$ cat src/rtl/ebi_pkg.sv
`timescale 1ns/1ps
package ebi_pkg;

   typedef enum logic [1:0] {
      MODE_IDLE   = 2'b00,
      MODE_FIRST  = 2'b01,
      MODE_WIDE   = 2'b10,
      MODE_NARROW = 2'b11
   } sync_mode_e;

   typedef struct packed {
      sync_mode_e mode;
      logic       inv;
   } frame_cfg_t;

endpackage

$ cat src/rtl/ebi_timebase.sv
`timescale 1ns/1ps
module ebi_timebase #(
   parameter  int NCH      = 4,
   parameter  int SLOTS    = 32,
   parameter  int BYTE_W   = 8,
   localparam int NCH_L    = $clog2(NCH),
   localparam int W_L      = $clog2(BYTE_W),
   localparam int SLOT_LEN = NCH * BYTE_W,
   localparam int SLOT_LW  = $clog2(SLOT_LEN),
   localparam int FRAME    = SLOTS * SLOT_LEN,
   localparam int FW       = $clog2(FRAME)
) (
   input  logic             clk,
   input  logic             rst_n,
   input  logic             bit_en,
   input  logic             fs_in,
   output logic             sample_en,
   output logic             xfer_en,
   output logic [FW-1:0]    out_pos,
   output logic [NCH_L-1:0] out_ch,
   output logic [W_L-1:0]   out_bit
);

   logic [FW-1:0] cnt_q;
   logic [FW-1:0] icnt;

   // strobe position inside the input frame; a qualified frame start forces zero
   always_comb begin
      icnt = (bit_en && fs_in) ? '0 : cnt_q;
   end

   always_ff @(posedge clk or negedge rst_n) begin
      if (!rst_n) begin
         cnt_q <= '0;
      end else if (bit_en) begin
         cnt_q <= icnt + FW'(1);
      end
   end

   // output frame trails the input frame by one timeslot
   always_comb begin
      out_pos   = icnt - FW'(SLOT_LEN);
      out_ch    = out_pos[SLOT_LW-1:W_L];
      out_bit   = out_pos[W_L-1:0];
      sample_en = bit_en && (icnt[NCH_L-1:0] == '0);
      xfer_en   = bit_en && (&icnt[SLOT_LW-1:0]);
   end

endmodule

$ cat src/rtl/ebi_lane_buf.sv
`timescale 1ns/1ps
module ebi_lane_buf #(
   parameter int BYTE_W = 8
) (
   input  logic              clk,
   input  logic              rst_n,
   input  logic              sample_en,
   input  logic              xfer_en,
   input  logic              din,
   output logic [BYTE_W-1:0] hold_q
);

   logic [BYTE_W-1:0] shift_q;

   always_ff @(posedge clk or negedge rst_n) begin
      if (!rst_n) begin
         shift_q <= '1;
      end else if (sample_en) begin
         shift_q <= {shift_q[BYTE_W-2:0], din};
      end
   end

   always_ff @(posedge clk or negedge rst_n) begin
      if (!rst_n) begin
         hold_q <= '1;
      end else if (xfer_en) begin
         hold_q <= shift_q;
      end
   end

   AST_HOLD_ONLY_AT_XFER: assert property (@(posedge clk) disable iff (!rst_n)
      !xfer_en |=> $stable(hold_q));

endmodule

$ cat src/rtl/ebi_sync_gen.sv
`timescale 1ns/1ps
module ebi_sync_gen
   import ebi_pkg::*;
#(
   parameter  int FRAME = 1024,
   localparam int FW    = $clog2(FRAME)
) (
   input  logic          clk,
   input  logic          rst_n,
   input  logic          bit_en,
   input  logic [1:0]    mode_in,
   input  logic          inv_in,
   input  logic [FW-1:0] out_pos,
   output logic          idle,
   output logic          sync_out
);

   localparam logic [FW-1:0] POS_CAPTURE = FW'(FRAME - 3);
   localparam logic [FW-1:0] POS_LAST2   = FW'(FRAME - 2);
   localparam logic [FW-1:0] POS_LAST    = FW'(FRAME - 1);
   localparam logic [FW-1:0] POS_SECOND  = FW'(1);

   frame_cfg_t cfg_q;
   logic       at_first, at_second, at_last, at_last2;
   logic       active, level, straddle;

   always_ff @(posedge clk or negedge rst_n) begin
      if (!rst_n) begin
         cfg_q <= '{mode: MODE_IDLE, inv: 1'b0};
      end else if (bit_en && out_pos == POS_CAPTURE) begin
         cfg_q <= '{mode: sync_mode_e'(mode_in), inv: inv_in};
      end
   end

   always_comb begin
      at_first  = (out_pos == '0);
      at_second = (out_pos == POS_SECOND);
      at_last   = (out_pos == POS_LAST);
      at_last2  = (out_pos == POS_LAST2);
      straddle  = (cfg_q.mode == MODE_WIDE) || (cfg_q.mode == MODE_NARROW);
      unique case (cfg_q.mode)
         MODE_IDLE:  active = 1'b0;
         MODE_FIRST: active = at_first;
         MODE_WIDE:  active = at_last2 | at_last | at_first | at_second;
         default:    active = at_last | at_first;
      endcase
      level = (straddle && cfg_q.inv) ? ~active : active;
      idle  = (cfg_q.mode == MODE_IDLE);
   end

   always_ff @(posedge clk or negedge rst_n) begin
      if (!rst_n) begin
         sync_out <= 1'b0;
      end else if (bit_en) begin
         sync_out <= level;
      end
   end

   AST_IDLE_NO_SYNC: assert property (@(posedge clk) disable iff (!rst_n)
      bit_en && cfg_q.mode == MODE_IDLE |=> !sync_out);
   AST_FIRST_ONLY_ZERO: assert property (@(posedge clk) disable iff (!rst_n)
      bit_en && cfg_q.mode == MODE_FIRST && out_pos != '0 |=> !sync_out);
   AST_FIRST_HIGH: assert property (@(posedge clk) disable iff (!rst_n)
      bit_en && cfg_q.mode == MODE_FIRST && out_pos == '0 |=> sync_out);
   AST_NARROW_EDGE: assert property (@(posedge clk) disable iff (!rst_n)
      bit_en && cfg_q.mode == MODE_NARROW && !cfg_q.inv && out_pos == POS_LAST |=> sync_out);
   AST_CFG_ONLY_AT_CAPTURE: assert property (@(posedge clk) disable iff (!rst_n)
      !(bit_en && out_pos == POS_CAPTURE) |=> $stable(cfg_q));

endmodule

$ cat src/rtl/ebi_serializer.sv
`timescale 1ns/1ps
module ebi_serializer #(
   parameter  int NCH    = 4,
   parameter  int BYTE_W = 8,
   localparam int NCH_L  = $clog2(NCH),
   localparam int W_L    = $clog2(BYTE_W)
) (
   input  logic              clk,
   input  logic              rst_n,
   input  logic              bit_en,
   input  logic              idle,
   input  logic [BYTE_W-1:0] hold [NCH],
   input  logic [NCH_L-1:0]  sel_ch,
   input  logic [W_L-1:0]    sel_bit,
   output logic              ser_out
);

   logic [BYTE_W-1:0] cur_byte;
   logic              cur_bit;

   // position 0 in the byte is the MSB
   always_comb begin
      cur_byte = hold[sel_ch];
      cur_bit  = cur_byte[~sel_bit];
   end

   always_ff @(posedge clk or negedge rst_n) begin
      if (!rst_n) begin
         ser_out <= 1'b1;
      end else if (bit_en) begin
         ser_out <= idle ? 1'b1 : cur_bit;
      end
   end

   AST_IDLE_ONES: assert property (@(posedge clk) disable iff (!rst_n)
      bit_en && idle |=> ser_out);

endmodule

$ cat src/rtl/e1_quad_interleaver.sv
`timescale 1ns/1ps
module e1_quad_interleaver #(
   parameter  int NCH    = 4,
   parameter  int SLOTS  = 32,
   parameter  int BYTE_W = 8,
   localparam int NCH_L  = $clog2(NCH),
   localparam int W_L    = $clog2(BYTE_W),
   localparam int FRAME  = SLOTS * NCH * BYTE_W,
   localparam int FW     = $clog2(FRAME)
) (
   input  logic           clk,
   input  logic           rst_n,
   input  logic           bit_en,
   input  logic           fs_in,
   input  logic [NCH-1:0] ch_in,
   input  logic [1:0]     mode_sel,
   input  logic           sync_inv,
   output logic           ser_out,
   output logic           sync_out
);

   if (NCH < 2 || (NCH & (NCH - 1)) != 0) begin : g_bad_nch
      $error("NCH must be a power of two, at least 2");
   end
   if (BYTE_W < 2 || (BYTE_W & (BYTE_W - 1)) != 0) begin : g_bad_w
      $error("BYTE_W must be a power of two, at least 2");
   end
   if (SLOTS < 2 || (SLOTS & (SLOTS - 1)) != 0) begin : g_bad_slots
      $error("SLOTS must be a power of two, at least 2");
   end

   logic              sample_en, xfer_en, idle;
   logic [FW-1:0]     out_pos;
   logic [NCH_L-1:0]  out_ch;
   logic [W_L-1:0]    out_bit;
   logic [BYTE_W-1:0] hold [NCH];

   ebi_timebase #(.NCH(NCH), .SLOTS(SLOTS), .BYTE_W(BYTE_W)) u_tb (
      .clk       (clk),
      .rst_n     (rst_n),
      .bit_en    (bit_en),
      .fs_in     (fs_in),
      .sample_en (sample_en),
      .xfer_en   (xfer_en),
      .out_pos   (out_pos),
      .out_ch    (out_ch),
      .out_bit   (out_bit)
   );

   for (genvar g = 0; g < NCH; g++) begin : g_lane
      ebi_lane_buf #(.BYTE_W(BYTE_W)) u_lane (
         .clk       (clk),
         .rst_n     (rst_n),
         .sample_en (sample_en),
         .xfer_en   (xfer_en),
         .din       (ch_in[g]),
         .hold_q    (hold[g])
      );
   end

   ebi_sync_gen #(.FRAME(FRAME)) u_sync (
      .clk      (clk),
      .rst_n    (rst_n),
      .bit_en   (bit_en),
      .mode_in  (mode_sel),
      .inv_in   (sync_inv),
      .out_pos  (out_pos),
      .idle     (idle),
      .sync_out (sync_out)
   );

   ebi_serializer #(.NCH(NCH), .BYTE_W(BYTE_W)) u_ser (
      .clk     (clk),
      .rst_n   (rst_n),
      .bit_en  (bit_en),
      .idle    (idle),
      .hold    (hold),
      .sel_ch  (out_ch),
      .sel_bit (out_bit),
      .ser_out (ser_out)
   );

   AST_QUIET_BETWEEN_STROBES: assert property (@(posedge clk) disable iff (!rst_n)
      !bit_en |=> $stable(ser_out) && $stable(sync_out));

endmodule

$ cat config.mk
export PLATFORM = sky130hd
export DESIGN_NAME = e1_quad_interleaver
export DESIGN_NICKNAME = d
export VERILOG_FILES = /design/src/rtl/ebi_pkg.sv /design/src/rtl/ebi_timebase.sv /design/src/rtl/ebi_lane_buf.sv /design/src/rtl/ebi_sync_gen.sv /design/src/rtl/ebi_serializer.sv /design/src/rtl/e1_quad_interleaver.sv
export SDC_FILE = /design/constraint.sdc
export NUM_CORES = 1
export LEC_CHECK = 0
export CORE_MARGIN = 3
export CORE_UTILIZATION = 23
export CTS_BUF_LIST = sky130_fd_sc_hd__clkbuf_8 sky130_fd_sc_hd__clkbuf_16
export DETAILED_ROUTE_END_ITERATION = 16
export PLACE_DENSITY = 0.43
export SETUP_SLACK_MARGIN = 0.05
export SYNTH_ARGS = -nofsm -noshare
export SYNTH_HDL_FRONTEND = slang
export SYNTH_SLANG_ARGS = --single-unit
$ cat constraint.sdc
create_clock -name clk -period 2.49 [get_ports clk]
set_input_delay 0.498 -clock clk [delete_from_list [all_inputs] [get_ports clk]]
set_output_delay 0.498 -clock clk [all_outputs]
set_load 0.01 [all_outputs]
==> reports/metrics.yaml, run 1 <==
fp-row-count: 46
layout_min_cycle_time_ps: 2110
wl_met3_um: 351
cts_buffers: 9
initial_core_util: 0.236
final_nets: 330
clk_pin_slew_ps: 60
syn_nets: 300
rsz0062_at_grt: "no"
cts_tree: "built"
drc: 0
hp-class: "in2async"
p_sw_frac: 0.273
path_delay_family: "simple AND/OR/NAND/NOR gates"
drtIter0Drc: 125
fp.dieArea_sq_um: 18000
synth_cells: 283
yosysMostFrequentCell: "mux2_2"
drt.antenna.violating_nets: 0
setup_tns_ps: 0
synth_common_cells: "70 x mux2_2, 65 x dfstp_2, 18 x nand2_1"
vias: 2335
finalCritPeriodShare: 0.845
yosysWarnings: 0
crit_slowest_cell: "dfrtp_1"
max_freq_mhz: 475
yosys.area.top_type: "dfstp_2"
async_flop_share: 1.00
antenna_cells: 0
h-tree-depth: 3
ys_seq_area_frac: 0.545
setup_viol: 0
crit_path_max_fanout: 7
antenna_found_initial: 0
gp_congestion: 0.776
areaGrowthSynthToFinish_pct: 21.5
combPwrFrac: 0.184
crit_chain: "nand2_2, ha_4, or3b_4, a221oi_4, nor3_2, buf_4, mux2_1"
yosysUniqueCellTypes: 54
wl_met2_um: 3530
worst_pin_slew_ps: 725
cts-root-buf: "clkbuf_16"
criticalPathCategory: "reg2reg"
drt-met1-wl_um: 3730
insertion_delay_ps: 340
final_util: 0.287
yosysTopAreaCellShare: 0.452
cpPeakStageDelay_ps: 470
slew_headroom: 0.517
grt_usage: 0.0944
firstDrtPassIters: 5
cp.required_ps: 2710
wire_per_inst_um: 14.7
routed.top_layer: "met4"
synth_seq_cells: 79
synth_ff_type: "dfstp_2"
status: "finished clean"
syn_avg_cell_area_sq_um: 13.3
port-buffer-count: 12
internal-power_w: 0.00289
cp-start-kind: "flop"
dp_slack_ps: -352
clkPwrFrac: 0.308
final_max_slew_viol_count: 0
p_seq_frac: 0.508
clock_sinks: 79
cts_buffer_depth: 2
cap_violations: 0
peakVddDrop_mv: 0.478
p_sw_w: 0.00109
cp.buffers_inverters: 1
synthTopCellsByArea: "dfstp_2 45%, mux2_2 21%, dfrtp_1 9.3%, ha_1 2.0%, nand2_1 1.8%"
core-area_sq_um: 16000
grt_max_degree: 58
finalWorstSetupSlack_ps: 385
worstPathArrival_ps: 2320
synth_edf_count: 0
wirelength_um: 7810
hold_slack_ps: 209
die_x_um: 134
p_per_area_nw_per_um2: 866
end_kind: "flop"
avgViaCountPerCell: 4.38
p_leak_nw: 1.83
grt_pass1_wl_um: 13300
syn_area_sq_um: 3780
report.final.hold_viol_count: 0
drive_gt1_frac: 0.599
grt_pass1_vias: 2448
grt_overflow: 0
skew_ps: 5.22
num_io_pins: 13
dieHeight_um: 134
place_hpwl_um: 5180
-- stage by stage --
step,total power [W],instance area (sq um),instances
3_5_place_dp,0.00278,4240,514
6_report,0.00398,4590,533
5_1_grt,0.00421,4590,533
2_1_floorplan,0.00248,3780,283
4_1_cts,0.00403,4520,530
3_3_place_gp,0.00276,4240,514
-- kinds of logic after synthesis --
logic type,Yosys count,share of synthesized area
mux,76,0.232
flops,79,0.545
compound gates,37,0.0745
simple gates,57,0.0838
fa+ha+maj,6,0.0199
xor+xnor,5,0.0116
buf+inv,23,0.0335
-- repair_timing --
action                     4_1_cts  5_1_grt
gates resized for setup          2        9
pin swaps                        4        6
hold buffers                     0        0
setup endpoints to repair        3        3
setup buffers                    1        3
-- registers in the layout (all words and copies together) (netlist names) --
register               count
u_tb.cnt_q                10
u_sync.sync_out            1
g_lane.u_lane.hold_q      32
u_ser.ser_out              1
u_sync.cfg_q               3
g_lane.u_lane.shift_q     32
-- path summary, 6_finish.rpt --
| kind | startpoint | end | slack [ps] | cells after the start |
|---|---|---|---|---|
| hold / removal | rst_n | u_sync.cfg_q[2]$_DFFE_PN0P_ | 210 | 1 |
| setup reg to reg | u_tb.cnt_q[5]$_DFFE_PN0P_ | u_sync.cfg_q[2]$_DFFE_PN0P_ | 380 | 7 |
| hold reg to reg | u_sync.sync_out$_DFFE_PN0P_ | u_sync.sync_out$_DFFE_PN0P_ | 580 | 2 |
| max in group asynchronous | rst_n | g_lane[2].u_lane.hold_q[3]$_DFFE_PN1P_ | 1540 | 2 |
| setup / recovery | u_tb.cnt_q[5]$_DFFE_PN0P_ | u_sync.cfg_q[2]$_DFFE_PN0P_ | 380 | 7 |
| min in group clk | u_sync.sync_out$_DFFE_PN0P_ | u_sync.sync_out$_DFFE_PN0P_ | 580 | 2 |
-- cells in the final DEF, fill, tap and decap left out, drive strengths merged, types with 2 or more instances in the layout --
cell type,instances
a211o,2
a21boi,2
a21oi,10
a22oi,2
a32oi,2
and2,2
buf,25
clkbuf,10
clkdlybuf4s50,9
clkinv,4
dfrtp,14
dfstp,65
dlymetal6s2s,2
ha,6
inv,6
mux2,72
mux2i,2
mux4,2
nand2,18
nand3,3
nand4,4
nor2,9
nor2b,4
nor3,2
nor3b,3
nor4,3
nor4b,2
o2111ai,2
o21ai,6
xor2,5
-- area by class of cell --
class / instances / area, sq um
Tap cell: 216 / 270
Inverter: 6 / 22.5
Multi-Input combinational cell: 181 / 1640
Timing Repair Buffer: 36 / 328
Sequential cell: 79 / 2060
Clock inverter: 5 / 35.0
Fill cell: 1688 / 11400
Clock buffer: 10 / 239
-- metal layers --
metal,vias to the layer above,GRT usage
met3,17,0.0278
met2,45,0.142
met1,1184,0.127
met4,0,0.0402
li1,1089,-
met5,-,0
-- worst reg2reg max path: cells and delay by family, from the launching register on --
family | cells | cell delay [ps]
AO/OA/AOI/OAI | 1 | 340
adder cells (fa/ha/maj) | 1 | 150
multiplexers | 1 | 300
flip-flops | 1 | 470
buffers and inverters | 1 | 150
AND/OR/NAND/NOR | 3 | 580
-- power by group through the flow --
stage | logic, W | clock network (W) | registers (W)
floorplan | 0.000558 | 0 | 0.00192
global placement | 0.000713 | 0 | 0.00205
detailed placement | 0.000723 | 0 | 0.00205
CTS | 0.000727 | 0.00127 | 0.00203
global route | 0.000802 | 0.00132 | 0.00209
finish | 0.000731 | 0.00122 | 0.00202
No activity file was read; power rests on OpenSTA's default activity.
==> run 2, diff against run 1 <==
==> constraint.sdc (replaced) <==
create_clock -name clk -period 2.1 [get_ports clk]
set_input_delay 0.42 -clock clk [delete_from_list [all_inputs] [get_ports clk]]
set_output_delay 0.42 -clock clk [all_outputs]
set_load 0.01 [all_outputs]
==> reports/metrics.yaml, run 2 (same netlist as run 1, synthesis figures left out) <==
avgViaCountPerCell: 4.28  # -2.2%
drt-met1-wl_um: 3880  # +4.0%
regArea_sq_um: 2060  # unchanged
finalCritPeriodShare: 0.936
hp-class: "in2async"
fp.dieArea_sq_um: 18000  # unchanged
path_common_cell: "o2111ai_2"
crit_chain: "clkdlybuf4s15_2, nand2_8, nand2_4, ha_4, nor4bb_4, o2111ai_2, nor4b_2, a211o_1, o2111ai_2"
p_leak_nw: 1.90  # +3.7%
areaGrowthSynthToFinish_pct: 25.2
crit_slowest_cell: "nor4b_2"
cts_buffers: 9  # unchanged
p_per_area_nw_per_um2: 1030  # +19%
final_common_cell: "mux2_2"
gp_congestion: 0.765  # -1.5%
core-area_sq_um: 16000  # unchanged
criticalPathCategory: "in2reg"
report.final.hold_viol_count: 0  # unchanged
drc: 0  # unchanged
cp.required_ps: 2310  # -400 ps
antenna_cells: 0  # unchanged
routed.top_layer: "met4"
num_io_pins: 13  # unchanged
fin_cells: 544  # +2.1%
end_kind: "flop"
wirelength_um: 8010  # +2.5%
cts_buffer_depth: 2  # unchanged
cts-root-buf: "clkbuf_16"
drive_gt1_frac: 0.619  # +0.0195
grt_pass1_vias: 2557  # +4.5%
crit_path_max_fanout: 6  # -1
reg_top3: "g_lane.u_lane.hold_q (32), g_lane.u_lane.shift_q (32), u_tb.cnt_q (10)"
final_max_slew_viol_count: 0  # unchanged
place_hpwl_um: 5580  # +7.7%
worstPathArrival_ps: 2170  # -150 ps
wl_met2_um: 3770  # +6.6%
antenna_found_initial: 0  # unchanged
grt_overflow: 0  # unchanged
placed_cells: 527  # +2.5%
slew_headroom: 0.662  # +0.145
drtIter0Drc: 102  # -18%
final_nets: 340  # +3.0%
grt_pass1_wl_um: 13900  # +4.4%
fp-row-count: 46  # unchanged
drt.antenna.violating_nets: 0  # unchanged
skew_ps: 3.75  # -1.47 ps
cts_tree: "built"
initial_core_util: 0.236  # unchanged
max_freq_mhz: 509
fillCellCount: 1672  # -0.95%
clk_pin_slew_ps: 60  # about the same
setup_viol: 0  # unchanged
worst_pin_slew_ps: 502  # -223 ps
clock_sinks: 79  # unchanged
die_x_um: 134  # unchanged
grt_usage: 0.0987  # +0.00433
vias: 2330  # -0.21%
layout_min_cycle_time_ps: 1960
mostFrequentLayoutCells: "70 x mux2_2, 65 x dfstp_2, 31 x buf_4"
firstDrtPassIters: 4  # -1
insertion_delay_ps: 340  # about the same
grt_max_degree: 43  # -26%
wl_met3_um: 251  # -28%
multi_input_area_sq_um: 1670  # +2.2%
final_util: 0.296  # +0.00868
cap_violations: 0  # unchanged
cpPeakStageDelay_ps: 350  # -120 ps
dieHeight_um: 134  # unchanged
status: "finished clean"
cp-start-kind: "input port"
h-tree-depth: 3  # unchanged
rsz0062_at_grt: "yes"
port-buffer-count: 12  # unchanged
peakVddDrop_mv: 0.456  # -4.6%
wire_per_inst_um: 14.7  # +0.46%
==> run 2: changes by cell type in the layout (fill, tap and decap cells not counted), sizes merged, moves of 2 or more <==
cell,change
buf,+9
clkdlybuf4s15,+2
dlymetal6s2s,-2
inv,+2
==> run 2: final timing paths <==
| check | start | cells past startpoint | endpoint | slack (ps) |
|---|---|---|---|---|
| hold reg to reg | u_sync.cfg_q[0]$_DFFE_PN0P_ | 1 | u_sync.cfg_q[0]$_DFFE_PN0P_ | 550 |
| hold / removal | rst_n | 2 | u_sync.cfg_q[2]$_DFFE_PN0P_ | 540 |
| max in group asynchronous | rst_n | 3 | g_lane[1].u_lane.hold_q[2]$_DFFE_PN1P_ | 960 |
| setup / recovery | bit_en | 9 | u_sync.sync_out$_DFFE_PN0P_ | 140 |
| min in group clk | u_sync.cfg_q[0]$_DFFE_PN0P_ | 1 | u_sync.cfg_q[0]$_DFFE_PN0P_ | 550 |
| setup reg to reg | u_tb.cnt_q[5]$_DFFE_PN0P_ | 7 | u_sync.sync_out$_DFFE_PN0P_ | 140 |
==> run 2: repair_timing <==
item                                    in CTS  in global routing
gates resized for setup                      7                  5
pin swaps                                    4                  5
hold buffers                                 1                  0
endpoints found under the hold margin        3                  0
endpoints found under the setup margin      36                  4
setup buffers                                0                  0
==> run 2: metal layers <==
metal | track usage | up-vias
met5 | 0 | -
met4 | 0.0339 | 0
met2 | 0.153 | 30
met3 | 0.0323 | 10
li1 | - | 1116
met1 | 0.131 | 1174
==> run 2: area by class of cell <==
cell class / count / share of cell area
clock buffer: 9 / 0.0476
clock inverter: 7 / 0.0135
inverter: 6 / 0.00476
multi-input combinational: 181 / 0.354
sequential: 79 / 0.435
tap: 216 / 0.0571
timing repair buffer: 46 / 0.0878
==> run 2: report_power, final <==
group / switching [W] / total [W] / internal [W] / leakage [nW]
clock network: 0.000615 / 0.00153 / 0.000912 / 0.151
logic: 0.000420 / 0.000981 / 0.000561 / 0.888
registers: 0.000252 / 0.00235 / 0.00210 / 0.859
total: 0.00129 / 0.00486 / 0.00357 / 1.90
==> run 2: metrics by stage <==
stage / power (W) / TNS (ps) / worst slack, ps / area [sq um] / hold slack, ps
6_report: 0.00486 / 0 / 135 / 4730 / 539
4_1_cts: 0.00495 / 0 / 69.1 / 4700 / 538
2_1_floorplan: 0.00294 / -19.8 / -9.90 / 3850 / 124
3_5_place_dp: 0.00338 / -25710 / -622 / 4390 / 365
3_3_place_gp: 0.00335 / -25070 / -571 / 4390 / 369
5_1_grt: 0.00518 / 0 / 33.7 / 4730 / 559
==> run 2: critical path, delay by kind of cell <==
| family | cells | cell delay (ps) |
|---|---|---|
| AOI/OAI and AO/OA | 3 | 480 |
| adders and majority gates | 1 | 240 |
| buffers and inverters | 1 | 230 |
| and+or+nand+nor | 4 | 810 |
